$ cat src/rtl/mdio_pkg.sv
package mdio_pkg;

    localparam int          REG_AW     = 5;
    localparam logic [4:0]  OFS_CTRL   = 5'h10;
    localparam logic [4:0]  OFS_FRAME  = 5'h11;
    localparam logic [4:0]  OFS_STAT   = 5'h14;
    localparam int          LAUNCH_BIT = 3;

    localparam int PRE_LEN     = 32;
    localparam int FRAME_LEN   = 32;
    localparam int PAYLOAD_LEN = 16;
    localparam int TA_LEN      = 2;
    localparam int TOTAL       = PRE_LEN + FRAME_LEN;
    // first period in which a read releases the line (turnaround)
    localparam int RELEASE_AT  = TOTAL - PAYLOAD_LEN - TA_LEN;
    // first period that carries read data
    localparam int DATA_AT     = TOTAL - PAYLOAD_LEN;

    typedef enum logic [1:0] {
        OP_ADDR  = 2'b00,
        OP_WRITE = 2'b01,
        OP_RSVD  = 2'b10,
        OP_READ  = 2'b11
    } mdio_op_e;

    typedef struct packed {
        logic [1:0]             st;
        mdio_op_e               op;
        logic [4:0]             port;
        logic [4:0]             dev;
        logic [1:0]             ta;
        logic [PAYLOAD_LEN-1:0] payload;
    } frame_t;

    typedef enum logic {
        ENG_IDLE = 1'b0,
        ENG_RUN  = 1'b1
    } eng_state_e;

    function automatic logic frame_is_read(input frame_t f);
        return f.op == OP_READ;
    endfunction

endpackage

$ cat src/rtl/mdio_clk_div.sv
module mdio_clk_div #(
    parameter int DIV = 8
) (
    input  logic clk,
    input  logic rst,
    input  logic en,
    input  logic halt,
    output logic mdc,
    output logic fall_stb,
    output logic rise_stb
);
    localparam int CW   = (DIV > 2) ? $clog2(DIV) : 1;
    localparam int HALF = DIV / 2;

    logic [CW-1:0] cnt;

    assign fall_stb = en && (cnt == '0);
    assign rise_stb = en && (cnt == CW'(HALF));

    always_ff @(posedge clk) begin
        if (rst || !en) begin
            cnt <= '0;
            mdc <= 1'b1;
        end else begin
            cnt <= (cnt == CW'(DIV - 1)) ? '0 : cnt + 1'b1;
            if (fall_stb && !halt)
                mdc <= 1'b0;
            else if (rise_stb)
                mdc <= 1'b1;
        end
    end


    mdc_idle_high_chk: assert property (@(posedge clk) disable iff (rst)
        !en |=> mdc);


    mdc_hold_chk: assert property (@(posedge clk) disable iff (rst)
        (en && !fall_stb && !rise_stb) |=> $stable(mdc));

endmodule

$ cat src/rtl/mdio_shift_engine.sv
module mdio_shift_engine
    import mdio_pkg::*;
(
    input  logic                   clk,
    input  logic                   rst,
    input  logic                   start,
    input  frame_t                 frame,
    input  logic                   fall_stb,
    input  logic                   rise_stb,
    input  logic                   mdio_i,
    output logic                   busy,
    output logic                   halt,
    output logic                   mdio_o,
    output logic                   mdio_oe,
    output logic                   rd_valid,
    output logic [PAYLOAD_LEN-1:0] rd_payload
);
    localparam int CW = $clog2(TOTAL + 1);

    eng_state_e             state;
    logic [TOTAL-1:0]       sreg;
    logic [CW-1:0]          bit_idx;
    logic                   rd_op;
    logic                   done;
    logic [PAYLOAD_LEN-1:0] cap;

    assign halt       = (state == ENG_RUN) && (bit_idx == CW'(TOTAL));
    assign busy       = (state == ENG_RUN) || done;
    assign rd_valid   = done && rd_op;
    assign rd_payload = cap;

    always_ff @(posedge clk) begin
        if (rst) begin
            state   <= ENG_IDLE;
            sreg    <= '0;
            bit_idx <= '0;
            rd_op   <= 1'b0;
            done    <= 1'b0;
            cap     <= '0;
            mdio_o  <= 1'b1;
            mdio_oe <= 1'b0;
        end else begin
            done <= 1'b0;
            case (state)
                ENG_IDLE: begin
                    if (start && !done) begin
                        state   <= ENG_RUN;
                        sreg    <= {{PRE_LEN{1'b1}}, frame};
                        bit_idx <= '0;
                        rd_op   <= frame_is_read(frame);
                        cap     <= '0;
                    end
                end
                ENG_RUN: begin
                    if (fall_stb) begin
                        if (halt) begin
                            state   <= ENG_IDLE;
                            mdio_oe <= 1'b0;
                            done    <= 1'b1;
                        end else begin
                            mdio_o  <= sreg[TOTAL-1];
                            sreg    <= sreg << 1;
                            mdio_oe <= !(rd_op && (bit_idx >= CW'(RELEASE_AT)));
                            bit_idx <= bit_idx + 1'b1;
                        end
                    end
                    if (rise_stb && rd_op && (bit_idx > CW'(DATA_AT)))
                        cap <= {cap[PAYLOAD_LEN-2:0], mdio_i};
                end
                default: state <= ENG_IDLE;
            endcase
        end
    end


    period_bound_chk: assert property (@(posedge clk) disable iff (rst)
        bit_idx <= CW'(TOTAL));


    read_release_chk: assert property (@(posedge clk) disable iff (rst)
        (state == ENG_RUN && rd_op && bit_idx > CW'(RELEASE_AT)) |-> !mdio_oe);


    idle_released_chk: assert property (@(posedge clk) disable iff (rst)
        !busy |-> !mdio_oe);

endmodule

$ cat src/rtl/mdio_regfile.sv
module mdio_regfile
    import mdio_pkg::*;
(
    input  logic                   clk,
    input  logic                   rst,
    input  logic                   reg_wr,
    input  logic [REG_AW-1:0]      reg_addr,
    input  logic [31:0]            reg_wdata,
    input  logic                   busy,
    input  logic                   rd_valid,
    input  logic [PAYLOAD_LEN-1:0] rd_payload,
    output logic [31:0]            frame_word,
    output logic                   start,
    output logic [31:0]            reg_rdata
);
    logic [31:0] ctrl_q;
    logic [31:0] frame_q;

    assign frame_word = frame_q;
    assign start = reg_wr && (reg_addr == OFS_CTRL)
                   && reg_wdata[LAUNCH_BIT] && !ctrl_q[LAUNCH_BIT];

    always_ff @(posedge clk) begin
        if (rst) begin
            ctrl_q  <= '0;
            frame_q <= '0;
        end else begin
            if (reg_wr && reg_addr == OFS_CTRL)
                ctrl_q <= reg_wdata;
            if (rd_valid)
                frame_q[PAYLOAD_LEN-1:0] <= rd_payload;
            else if (reg_wr && reg_addr == OFS_FRAME)
                frame_q <= reg_wdata;
        end
    end

    always_comb begin
        case (reg_addr)
            OFS_CTRL:  reg_rdata = ctrl_q;
            OFS_FRAME: reg_rdata = frame_q;
            OFS_STAT:  reg_rdata = {31'd0, busy};
            default:   reg_rdata = '0;
        endcase
    end


    upper_kept_chk: assert property (@(posedge clk) disable iff (rst)
        rd_valid |=> frame_q[31:PAYLOAD_LEN] == $past(frame_q[31:PAYLOAD_LEN]));

endmodule

$ cat src/rtl/mdio_c45_master.sv
module mdio_c45_master
    import mdio_pkg::*;
#(
    parameter int DIV = 8
) (
    input  logic        clk,
    input  logic        rst,
    input  logic        reg_wr,
    input  logic [4:0]  reg_addr,
    input  logic [31:0] reg_wdata,
    output logic [31:0] reg_rdata,
    output logic        mdc,
    output logic        mdio_o,
    output logic        mdio_oe,
    input  logic        mdio_i
);
    logic                   busy;
    logic                   halt;
    logic                   start;
    logic                   fall_stb;
    logic                   rise_stb;
    logic                   rd_valid;
    logic [PAYLOAD_LEN-1:0] rd_payload;
    logic [31:0]            frame_word;
    frame_t                 frame;

    assign frame = frame_t'(frame_word);

    mdio_regfile u_regs (
        .clk        (clk),
        .rst        (rst),
        .reg_wr     (reg_wr),
        .reg_addr   (reg_addr),
        .reg_wdata  (reg_wdata),
        .busy       (busy),
        .rd_valid   (rd_valid),
        .rd_payload (rd_payload),
        .frame_word (frame_word),
        .start      (start),
        .reg_rdata  (reg_rdata)
    );

    mdio_clk_div #(.DIV(DIV)) u_div (
        .clk      (clk),
        .rst      (rst),
        .en       (busy),
        .halt     (halt),
        .mdc      (mdc),
        .fall_stb (fall_stb),
        .rise_stb (rise_stb)
    );

    mdio_shift_engine u_eng (
        .clk        (clk),
        .rst        (rst),
        .start      (start),
        .frame      (frame),
        .fall_stb   (fall_stb),
        .rise_stb   (rise_stb),
        .mdio_i     (mdio_i),
        .busy       (busy),
        .halt       (halt),
        .mdio_o     (mdio_o),
        .mdio_oe    (mdio_oe),
        .rd_valid   (rd_valid),
        .rd_payload (rd_payload)
    );


    data_change_low_chk: assert property (@(posedge clk) disable iff (rst)
        !$stable(mdio_o) |-> !mdc);


    end_mdc_high_chk: assert property (@(posedge clk) disable iff (rst)
        $fell(busy) |-> mdc);

endmodule

$ cat config.mk
export PLATFORM = sky130hd
export DESIGN_NAME = mdio_c45_master
export DESIGN_NICKNAME = d
export VERILOG_FILES = /design/src/rtl/mdio_pkg.sv /design/src/rtl/mdio_clk_div.sv /design/src/rtl/mdio_shift_engine.sv /design/src/rtl/mdio_regfile.sv /design/src/rtl/mdio_c45_master.sv
export SDC_FILE = /design/constraint.sdc
export NUM_CORES = 1
export LEC_CHECK = 0
export BUFFER_PORTS_ARGS = -buffer_cell sky130_fd_sc_hd__buf_2
export CAP_MARGIN = 20
export CORE_ASPECT_RATIO = 0.7
export CORE_UTILIZATION = 25
export CTS_CLUSTER_DIAMETER = 30
export DETAILED_ROUTE_END_ITERATION = 8
export GPL_TIMING_DRIVEN = 0
export PLACE_DENSITY = 0.44
export SYNTH_ARGS = -nofsm -noshare
export SYNTH_HDL_FRONTEND = slang
export SYNTH_HIERARCHICAL = 1
export SYNTH_SLANG_ARGS = --single-unit
$ cat constraint.sdc
create_clock -name clk -period 2.4 [get_ports clk]
set_input_delay 0.24 -clock clk [delete_from_list [all_inputs] [get_ports clk]]
set_output_delay 0.24 -clock clk [all_outputs]
set_load 0.01 [all_outputs]
==> results of run 1 <==
[cells in the mapped netlist (all sizes together)]
| cell type | instances | area [sq um] |
|---|---|---|
| a211o | 1 | 8.76 |
| a211oi | 31 | 233 |
| a21bo | 16 | 160 |
| a21oi | 26 | 130 |
| a221o | 1 | 10.0 |
| a221oi | 16 | 140 |
| a22o | 31 | 272 |
| a22oi | 1 | 7.51 |
| a311oi | 32 | 280 |
| a31oi | 17 | 106 |
| and2 | 4 | 25.0 |
| and3 | 3 | 20.0 |
| and4b | 1 | 10.0 |
| and4bb | 1 | 12.5 |
| buf | 36 | 239 |
| clkbuf | 38 | 144 |
| dfxtp | 160 | 3200 |
| ha | 6 | 75.1 |
| inv | 53 | 199 |
| mux2i | 80 | 801 |
| nand2 | 41 | 156 |
| nand2b | 51 | 327 |
| nand3 | 23 | 115 |
| nand3b | 1 | 7.51 |
| nand4b | 1 | 8.76 |
| nor2 | 71 | 277 |
| nor2b | 3 | 18.8 |
| nor3 | 3 | 15.0 |
| nor3b | 4 | 30.0 |
| nor4b | 1 | 23.8 |
| nor4bb | 1 | 10.0 |
| o211a | 2 | 20.0 |
| o211ai | 2 | 15.0 |
| o21ai | 24 | 120 |
| or2 | 1 | 6.26 |
| or3 | 5 | 31.3 |
| or3b | 1 | 11.3 |
| or4 | 1 | 7.51 |
| or4b | 1 | 10.0 |
| xnor2 | 1 | 8.76 |
[cells in the final DEF (no fill, tap or decap), types with 30 or more instances in the layout]
master    count
dfxtp_1     160
a211oi_1     30
nand2b_1     50
mux2i_1      80
a311oi_1     30
clkbuf_1     36
buf_2        85
nor2_1       68
inv_1        53
nand2_1      39
a22o_1       31
[power groups by stage]
stage,combinational [W],clock [W],sequential (W)
4_1_cts,0.000239,0.00291,0.00268
6_report,0.000240,0.00284,0.00268
5_1_grt,0.000261,0.00303,0.00268
3_3_place_gp,0.000233,0,0.00274
3_5_place_dp,0.000234,0,0.00274
2_1_floorplan,0.000132,0,0.00274
[critical path, stage by stage]
cell	delay (ns)
buf_2	0.12
nor4b_4	0.27
buf_6	0.16
nand2_4	0.09
buf_8	0.18
nor3b_4	0.23
or3b_4	0.44
o211ai_1	0.14
buf_4	0.23
buf_4	0.20
nor2_1	0.06
a211oi_1	0.23
[cell type report]
| cell class | instances | area share |
|---|---|---|
| plain buffers | 72 | 0.0498 |
| clock buffers | 17 | 0.0479 |
| clock inverters | 14 | 0.0202 |
| inverters | 53 | 0.0224 |
| multi-input cells | 505 | 0.401 |
| flip-flops and latches | 160 | 0.361 |
| well taps | 371 | 0.0523 |
| repair buffers | 78 | 0.0455 |
[worst min-delay path by stage]
stage,startpoint,endpoint,slack (ns),cells past startpoint
final,mdio_i,u_eng/rd_payload[0],0.07,3
after global routing,mdio_i,u_eng/rd_payload[0],0.05,3
after CTS,mdio_i,u_eng/rd_payload[0],0.05,3
after detailed placement,u_eng/mdio_oe,u_eng/mdio_oe,0.45,2
after global placement,u_eng/mdio_oe,u_eng/mdio_oe,0.45,2
after floorplan,mdio_i,u_eng/rd_payload[0],0.38,2
[per-layer routing]
layer	vias up	GRT usage	part of all wire
met5	-	0	0
met4	0	0.0331	0.0060
met3	6	0.0332	0.048
met2	150	0.188	0.39
met1	2889	0.236	0.55
li1	3015	-	-
[kinds of logic (layout without fill, tap and decap cells)]
| family | count (synthesis) | count (layout) |
|---|---|---|
| multiplexers | 80 | 80 |
| buffers and inverters | 127 | 234 |
| flip-flops | 160 | 160 |
| AND/OR/NAND/NOR | 218 | 218 |
| AO/OA/AOI/OAI | 200 | 200 |
| XOR/XNOR | 1 | 1 |
| adder cells (fa/ha/maj) | 6 | 6 |
[through the flow]
stage	TNS (ns)	util	worst slack, ns
floorplan	0	-	0.0239
global placement	-86.12	0.288	-1.10
detailed placement	-83.23	0.288	-1.06
CTS	0	0.313	0.0141
global route	-0.0747	0.314	-0.0305
finish	0	0.314	0.130
[registers in the layout (all words and copies together) (netlist names)]
signal / flops
u_eng/rd_payload: 16
u_eng/done: 1
u_eng/state: 1
u_regs/frame_word: 32
u_eng/bit_idx: 7
u_div/mdc: 1
u_regs/ctrl_q: 32
u_eng/mdio_o: 1
u_eng/mdio_oe: 1
u_eng/sreg: 64
u_div/cnt: 3
u_eng/rd_op: 1
[timing repair]
action	CTS	global route
resized for setup	23	11
cloned	1	0
buffers inserted	3	0
endpoints found under the setup margin	91	77
pin swaps	2	8
==> out/qor.yml, run 1 <==
cells_and_area:
  drive_above_1_share: 0.197
  ff_latch_area_sq_mm: 0.00320
  stdcell_area_sq_mm: 0.00888
  n_fill_cell: 2976
  layout.nets: 934
  num_antenna_cells: 0
  multiInputGateArea_sq_mm: 0.00356
  fin_cells: 1270
  syn_to_final_growth_pct: 21.7
place:
  portBuffers: 74
  dp_cells: 1237
  globalplace.congestion: 0.773
  placed_cell_area_sq_mm: 0.00814
  dpl.hpwl_mm: 15.4
clocking:
  h-tree-depth: 4
  numCtsBuffers: 17
  clk_pin_slew_ns: 0.07
  cts_buffer_depth: 2
  cts_tree: "built"
  hold_buffers: 0
  cts.sinks: 160
  insertion_delay_ns: 0.43
  clockRootBuffer: "clkbuf_16"
pwr:
  switching_share: 0.248
  p_comb_frac: 0.042
  ir_drop_mv: 0.487
  seq_power_share: 0.466
  finalPower_w: 0.00576
  netSwitchingPower_w: 0.00143
  power.leakage_nw: 3.07
  intPower_w: 0.00433
  power.density_mw_per_mm2: 649
  clockPowerShare: 0.493
route:
  wl_per_cell_microns: 17.0
  drc: 0
  avgViaCountPerCell: 4.77
  first_pass_iters: 5
  drt-initial-drc-count: 375
  vias: 6060
  wl_mm: 21.6
  ant_nets: 0
floorplanning:
  std_cell_rows: 51
  fp.coreArea_sq_mm: 0.0283
  dieWidth_microns: 206
  io_pins: 76
  start_util: 0.258
  die-height_microns: 145
  die-area_sq_mm: 0.0299
timing:
  setup_viol: 0
  rsz0062_at_grt: "true"
  period_needed_ns: 2.27
  skew_ns: 0.0112
  maxSlewViolCount: 0
  maxClockFrequency_ghz: 0.441
  relSlewSlack: 0.504
  hold_viol: 0
  period_share: 0.946
  worst_slew_pin_slew_ns: 0.744
  fin_hold_ws_ns: 0.0696
yosys:
  syn-instance-count: 792
  synthMuxAreaShare: 0.110
  ys_warn_count: 6
  synth-adder-area-share: 0.0103
  avgSynthCellArea_sq_um: 9.21
  synth_top_family_by_area: "compound AO/OA/AOI/OAI gates"
  syn_nets: 839
  yosys.area_share.simple: 0.154
  synth_xor_area_frac: 0.00120
  synth.distinct_cells: 52
  synth_compound_area_frac: 0.206
  synth-seq-cells: 160
  syn_area_sq_mm: 0.00729
  yosysSeqAreaShare: 0.439
worst_setup_path:
  cp-end-kind: "flip-flop"
  setup.worst_path.start: "reg_addr[3]"
  worstPathRequired_ns: 2.73
  crit_path_max_fanout: 10
  cp.arrival_ns: 2.60
  start_kind: "input pin"
  reg2reg_to: "u_eng/sreg[18]"
  r2r_setup_slack_ns: 0.17
  worstSetupPathType: "in -> reg"
  timing.rr.start: "u_eng/state"
  setup.worst_path.end: "u_eng/sreg[18]"
  r2r_cells: 11
status:
  status: "complete, no violations"
grt:
  grt_max_degree: 17
  track_usage: 0.146
  grt_overflow: 0
  grt_pass1_vias: 5599
  antenna_found_initial: 0
  grt_pass1_wl_mm: 33.7
job:
  maxCapViolCount: 0
min_path:
  hp-class: "in -> reg"
(Power assumes the default switching activity.)
==> run 2: changes to the inputs <==
--- a/config.mk
+++ b/config.mk
@@ -5,7 +5,7 @@
 export SDC_FILE = /design/constraint.sdc
 export NUM_CORES = 1
 export LEC_CHECK = 0
-export BUFFER_PORTS_ARGS = -buffer_cell sky130_fd_sc_hd__buf_2
+export BUFFER_PORTS_ARGS = -buffer_cell sky130_fd_sc_hd__buf_4
 export CAP_MARGIN = 20
 export CORE_ASPECT_RATIO = 0.7
 export CORE_UTILIZATION = 25
==> run 2 against run 1 <==
Critical path depth is the same. First-iteration DRC count grew 1.3%. Worst setup slack lost 0.015 ns. Fmax shrank 0.67%. Clock-buffer cell count grew 1. Utilization grew 0.55 points. Total power shrank 4.1%. Clock power shrank 8.8%. Global-route usage grew 0.27 points. Largest power group is now sequential cells. Register-to-register slack gained 0.04 ns. Combinational power grew 7%.
==> out/qor.yml, run 2 (synthesis gave the netlist of run 1 again) <==
timing:
  period_share: 0.952
  setup_viol: 0
  setup_tns_ns: 0
  skew_ns: 0.0116
  fin_hold_ws_ns: 0.0826
  maxClockFrequency_ghz: 0.438
  maxSlewViolCount: 0
  relSlewSlack: 0.474
  period_needed_ns: 2.28
  worst_slew_pin_slew_ns: 0.789
  hold_viol: 0
  rsz0062_at_grt: "true"
place:
  portBuffers: 74
  dpl.hpwl_mm: 15.5
  globalplace.congestion: 0.756
clocking:
  numCtsBuffers: 17
  cts_buffer_depth: 2
  clk_pin_slew_ns: 0.07
  cts_tree: "built"
  clockRootBuffer: "clkbuf_16"
  cts.sinks: 160
  insertion_delay_ns: 0.43
  h-tree-depth: 4
worst_setup_path:
  worstPathRequired_ns: 2.73
  r2r_cells: 11
  crit_path_max_fanout: 10
  cp-end-kind: "flip-flop"
  r2r_setup_slack_ns: 0.21
  reg2reg_to: "u_eng/sreg[60]"
  timing.rr.start: "u_eng/state"
  cp.arrival_ns: 2.62
  start_kind: "input pin"
  worstSetupPathType: "in -> reg"
route:
  vias: 6057
  ant_nets: 0
  drt-initial-drc-count: 380
  first_pass_iters: 5
  drc: 0
  wl_per_cell_microns: 17.1
  wl_mm: 21.7
  avgViaCountPerCell: 4.75
grt:
  grt_max_degree: 17
  track_usage: 0.149
  grt_overflow: 0
  grt_pass1_wl_mm: 34.3
  antenna_found_initial: 0
  grt_pass1_vias: 5759
min_path:
  holdPathStages: 3
  hp-class: "in -> reg"
  hold_end: "u_eng/rd_payload[0]"
  min-delay-start: "mdio_i"
cells_and_area:
  layout_commonest_cell: "dfxtp_1"
  final_cell_mix: "160 x dfxtp_1, 86 x buf_4, 80 x mux2i_1, 68 x nor2_1, 53 x inv_1"
  largest_register_ffs: 64
  drive_above_1_share: 0.200
  syn_to_final_growth_pct: 23.8
  layout.nets: 938
  num_antenna_cells: 0
  n_fill_cell: 3007
  regMostFlops: "u_eng/sreg"
pwr:
  netSwitchingPower_w: 0.00138
  ir_drop_mv: 0.445
  intPower_w: 0.00414
  p_comb_frac: 0.047
  clockPowerShare: 0.468
  power.leakage_nw: 3.10
  switching_share: 0.250
  power.density_mw_per_mm2: 612
  seq_power_share: 0.485
job:
  maxCapViolCount: 0
floorplanning:
  dieWidth_microns: 206
  die-area_sq_mm: 0.0299
  io_pins: 76
  std_cell_rows: 51
  start_util: 0.258
  fp.coreArea_sq_mm: 0.0283
  die-height_microns: 145
status:
  status: "complete, no violations"
-- run 2: power by group through the flow --
stage	clock network, W	logic, W	registers [W]
floorplan	0	0.000132	0.00274
global placement	0	0.000253	0.00274
detailed placement	0	0.000252	0.00274
CTS	0.00266	0.000257	0.00268
global route	0.00278	0.000279	0.00268
finish	0.00259	0.000257	0.00268
-- run 2: timing repair --
item / in CTS / in global routing
pin swaps: 2 / 9
setup endpoints to repair: 91 / 76
setup buffers: 2 / 4
resized for setup: 29 / 9
hold buffers: 0 / 0
cloned: 1 / 0
endpoints found under the hold margin: 0 / 0
-- run 2: final cells by class --
type | count | area [sq um] | area share
plain buffers | 73 | 453 | 0.0501
clock buffers | 18 | 439 | 0.0486
clock inverters | 13 | 104 | 0.0115
inverters | 53 | 199 | 0.0220
multi-input cells | 505 | 3560 | 0.394
flip-flops and latches | 160 | 3200 | 0.355
well taps | 371 | 464 | 0.0514
repair buffers | 81 | 612 | 0.0677
-- run 2: metrics by stage --
step | std cells | area (sq um) | util | total power [W] | setup WS [ns]
after global routing | 1274 | 9030 | 0.320 | 0.00574 | -0.0320
after detailed placement | 1237 | 8320 | 0.294 | 0.00299 | -1.06
after global placement | 1237 | 8320 | 0.294 | 0.00300 | -1.12
after floorplan | 792 | 7300 | - | 0.00287 | 0.0239
after CTS | 1271 | 8980 | 0.318 | 0.00559 | 0.0110
final | 1274 | 9030 | 0.320 | 0.00552 | 0.115
-- run 2: how the worst max path moves through the flow --
stage | depth (start not counted) | end | from
after floorplan | 9 | u_eng/bit_idx[6] | reg_addr[1]
after global routing | 12 | u_eng/sreg[58] | reg_addr[3]
after CTS | 12 | u_eng/sreg[39] | u_eng/state
after global placement | 11 | u_eng/sreg[22] | reg_addr[1]
after detailed placement | 11 | u_eng/sreg[14] | reg_addr[1]
final | 12 | u_eng/sreg[60] | reg_addr[3]
-- run 2: worst max-delay path, stage by stage --
cell	delay, ns
buf_4	0.13
nor4b_4	0.27
buf_6	0.16
nand2_4	0.10
buf_8	0.18
nor3b_4	0.23
or3b_4	0.44
o211ai_1	0.16
buf_4	0.24
buf_6	0.17
nor2_1	0.05
a311oi_1	0.24
-- run 2: metal layers --
metal | wire length (microns) | up-vias | track usage
li1 | - | 3010 | -
met1 | 12200 | 2902 | 0.241
met2 | 8490 | 128 | 0.194
met3 | 785 | 17 | 0.0267
met4 | 221 | 0 | 0.0408
met5 | 0 | - | 0
==> run 3: changes to the inputs <==
--- a/config.mk
+++ b/config.mk
@@ -8,11 +8,11 @@
 export BUFFER_PORTS_ARGS = -buffer_cell sky130_fd_sc_hd__buf_4
 export CAP_MARGIN = 20
 export CORE_ASPECT_RATIO = 0.7
-export CORE_UTILIZATION = 25
+export CORE_UTILIZATION = 45
 export CTS_CLUSTER_DIAMETER = 30
 export DETAILED_ROUTE_END_ITERATION = 8
 export GPL_TIMING_DRIVEN = 0
-export PLACE_DENSITY = 0.44
+export PLACE_DENSITY = 0.68
 export SYNTH_ARGS = -nofsm -noshare
 export SYNTH_HDL_FRONTEND = slang
 export SYNTH_HIERARCHICAL = 1
==> run 3 against run 2 <==
Sequential power barely moved. Global-route usage up 8.3 points. Clock skew increased by 0.0027 ns. Sequential share of layout area up 1.0 points. Wire length fell by 13%. Critical path depth decreased by 1. Cell count fell by 14%. Die area decreased by 44%. First-iteration DRC count grew 50%. Worst setup slack worse by 0.031 ns. Utilization up 24 points. Critical endpoint is now u_eng/sreg[54]. Largest power group unchanged.
==> out/qor.yml, run 3 (synthesis gave the netlist of run 1 again) <==
status:
  status: "complete, no violations"
pwr:
  netSwitchingPower_w: 0.00131
  power.density_mw_per_mm2: 631
  switching_share: 0.236
  seq_power_share: 0.484
  intPower_w: 0.00423
  clockPowerShare: 0.471
  ir_drop_mv: 0.329
  finalPower_w: 0.00554
  p_comb_frac: 0.044
  power.leakage_nw: 3.06
route:
  first_pass_iters: 5
  vias: 6120
  ant_nets: 0
  drt-initial-drc-count: 571
  avgViaCountPerCell: 5.56
  dr_wl_met2_mm: 7.53
  highest_layer: "met4"
  drt-met1-wl_mm: 9.95
  drc: 0
  dr_wl_met3_mm: 1.16
  wl_mm: 18.8
  wl_per_cell_microns: 17.1
worst_setup_path:
  cp-end-kind: "flip-flop"
  cp_slowest_cell: "or3b_4"
  worstPathRequired_ns: 2.72
  timing.rr.start: "u_eng/state"
  cp.arrival_ns: 2.63
  cp_top_family: "simple AND/OR/NAND/NOR gates"
  timing.critical_path.buf_inv: 4
  r2r_setup_slack_ns: 0.17
  setup.worst_path.start: "reg_addr[1]"
  worstSetupPathType: "in -> reg"
  path_cells: "buf_4, nor4b_4, nand2_2, buf_6, nor3b_4, or3b_4, o211ai_1, buf_4, buf_4, nor2_1, a311oi_1"
  start_kind: "input pin"
  path_depth: 11
  critical_path.max_stage_delay_ns: 0.44
  crit_path_max_fanout: 10
  reg2reg_to: "u_eng/sreg[54]"
  cpMostUsedCell: "buf_4"
  r2r_cells: 11
floorplanning:
  io_pins: 76
  fp.coreArea_sq_mm: 0.0156
  dieWidth_microns: 154
  die-area_sq_mm: 0.0167
  std_cell_rows: 38
  die-height_microns: 109
  start_util: 0.466
clocking:
  cts.sinks: 160
  cts_buffer_depth: 2
  cts_tree: "built"
  h-tree-depth: 4
  clk_pin_slew_ns: 0.06
  hold_buffers: 0
  clockRootBuffer: "clkbuf_16"
  insertion_delay_ns: 0.42
  numCtsBuffers: 17
min_path:
  holdPathStages: 3
  hp-class: "in -> reg"
  hold_end: "u_eng/rd_payload[0]"
  min-delay-start: "mdio_i"
job:
  maxCapViolCount: 0
grt:
  grt_pass1_wl_mm: 30.2
  track_usage: 0.232
  antenna_found_initial: 0
  grt_pass1_vias: 5731
  grt_max_degree: 17
  grt_overflow: 0
timing:
  period_needed_ns: 2.32
  setup_tns_ns: 0
  skew_ns: 0.0143
  maxClockFrequency_ghz: 0.432
  rsz0062_at_grt: "true"
  setup_viol: 0
  relSlewSlack: 0.515
  worst_slew_pin_slew_ns: 0.727
  hold_viol: 0
  layout_setup_ws_ns: 0.0841
  maxSlewViolCount: 0
  period_share: 0.965
place:
  globalplace.congestion: 0.843
  portBuffers: 74
  dpl.hpwl_mm: 13.2
  pre_cts_ws_ns: -0.829
  placed_cell_area_sq_mm: 0.00811
cells_and_area:
  num_antenna_cells: 0
  layout_commonest_cell: "dfxtp_1"
  final_cell_mix: "160 x dfxtp_1, 85 x buf_4, 80 x mux2i_1, 68 x nor2_1, 53 x inv_1"
  syn_to_final_growth_pct: 20.4
  drive_above_1_share: 0.196
  largest_register_ffs: 64
  regMostFlops: "u_eng/sreg"
  layout.nets: 934
  stdcell_area_sq_mm: 0.00878
==> run 3: how the worst max path moves through the flow <==
stage | endpoint
final | u_eng/sreg[54]
after global routing | u_eng/sreg[42]
after CTS | u_eng/sreg[12]
after detailed placement | u_eng/sreg[17]
after global placement | u_eng/sreg[14]
after floorplan | u_eng/bit_idx[6]
==> run 3: worst register-to-register path, delay by kind of cell (launching register included) <==
| family | cells | cell delay (ns) |
|---|---|---|
| flip-flops | 1 | 0.32 |
| AND/OR/NAND/NOR | 5 | 0.56 |
| AO/OA/AOI/OAI | 2 | 0.53 |
| buffers and inverters | 4 | 0.74 |
==> run 3: per-layer routing <==
layer | up-vias | GRT usage
met3 | 19 | 0.0409
met5 | - | 0
met1 | 2883 | 0.355
li1 | 3020 | -
met2 | 198 | 0.325
met4 | 0 | 0.0736
==> run 3: what timing repair did <==
item | CTS | global route
endpoints found under the setup margin | 86 | 78
gates cloned | 0 | 1
pin swaps | 1 | 8
setup buffers | 1 | 1
gates resized for setup | 11 | 17
==> run 3: power by group through the flow <==
| stage | registers, W | logic [W] | clock network [W] |
|---|---|---|---|
| 5_1_grt | 0.00268 | 0.000266 | 0.00276 |
| 3_5_place_dp | 0.00274 | 0.000238 | 0 |
| 4_1_cts | 0.00268 | 0.000241 | 0.00266 |
| 6_report | 0.00268 | 0.000246 | 0.00261 |
| 2_1_floorplan | 0.00274 | 0.000132 | 0 |
| 3_3_place_gp | 0.00274 | 0.000238 | 0 |
==> run 3: metrics by stage <==
stage	instances	hold WS, ns	util
2_1_floorplan	792	0.382	-
4_1_cts	1099	0.0819	0.558
6_report	1100	0.0920	0.561
5_1_grt	1100	0.0830	0.561
3_3_place_gp	1066	0.445	0.518
3_5_place_dp	1066	0.454	0.518
==> run 3: area by class of cell <==
type,count,area [sq um]
clock buffer,21,480
timing repair buffer,77,578
sequential,160,3200
tap,200,250
clock inverter,11,92.6
fill,1395,6860
buffer,73,432
inverter,53,199
multi-input combinational,505,3540
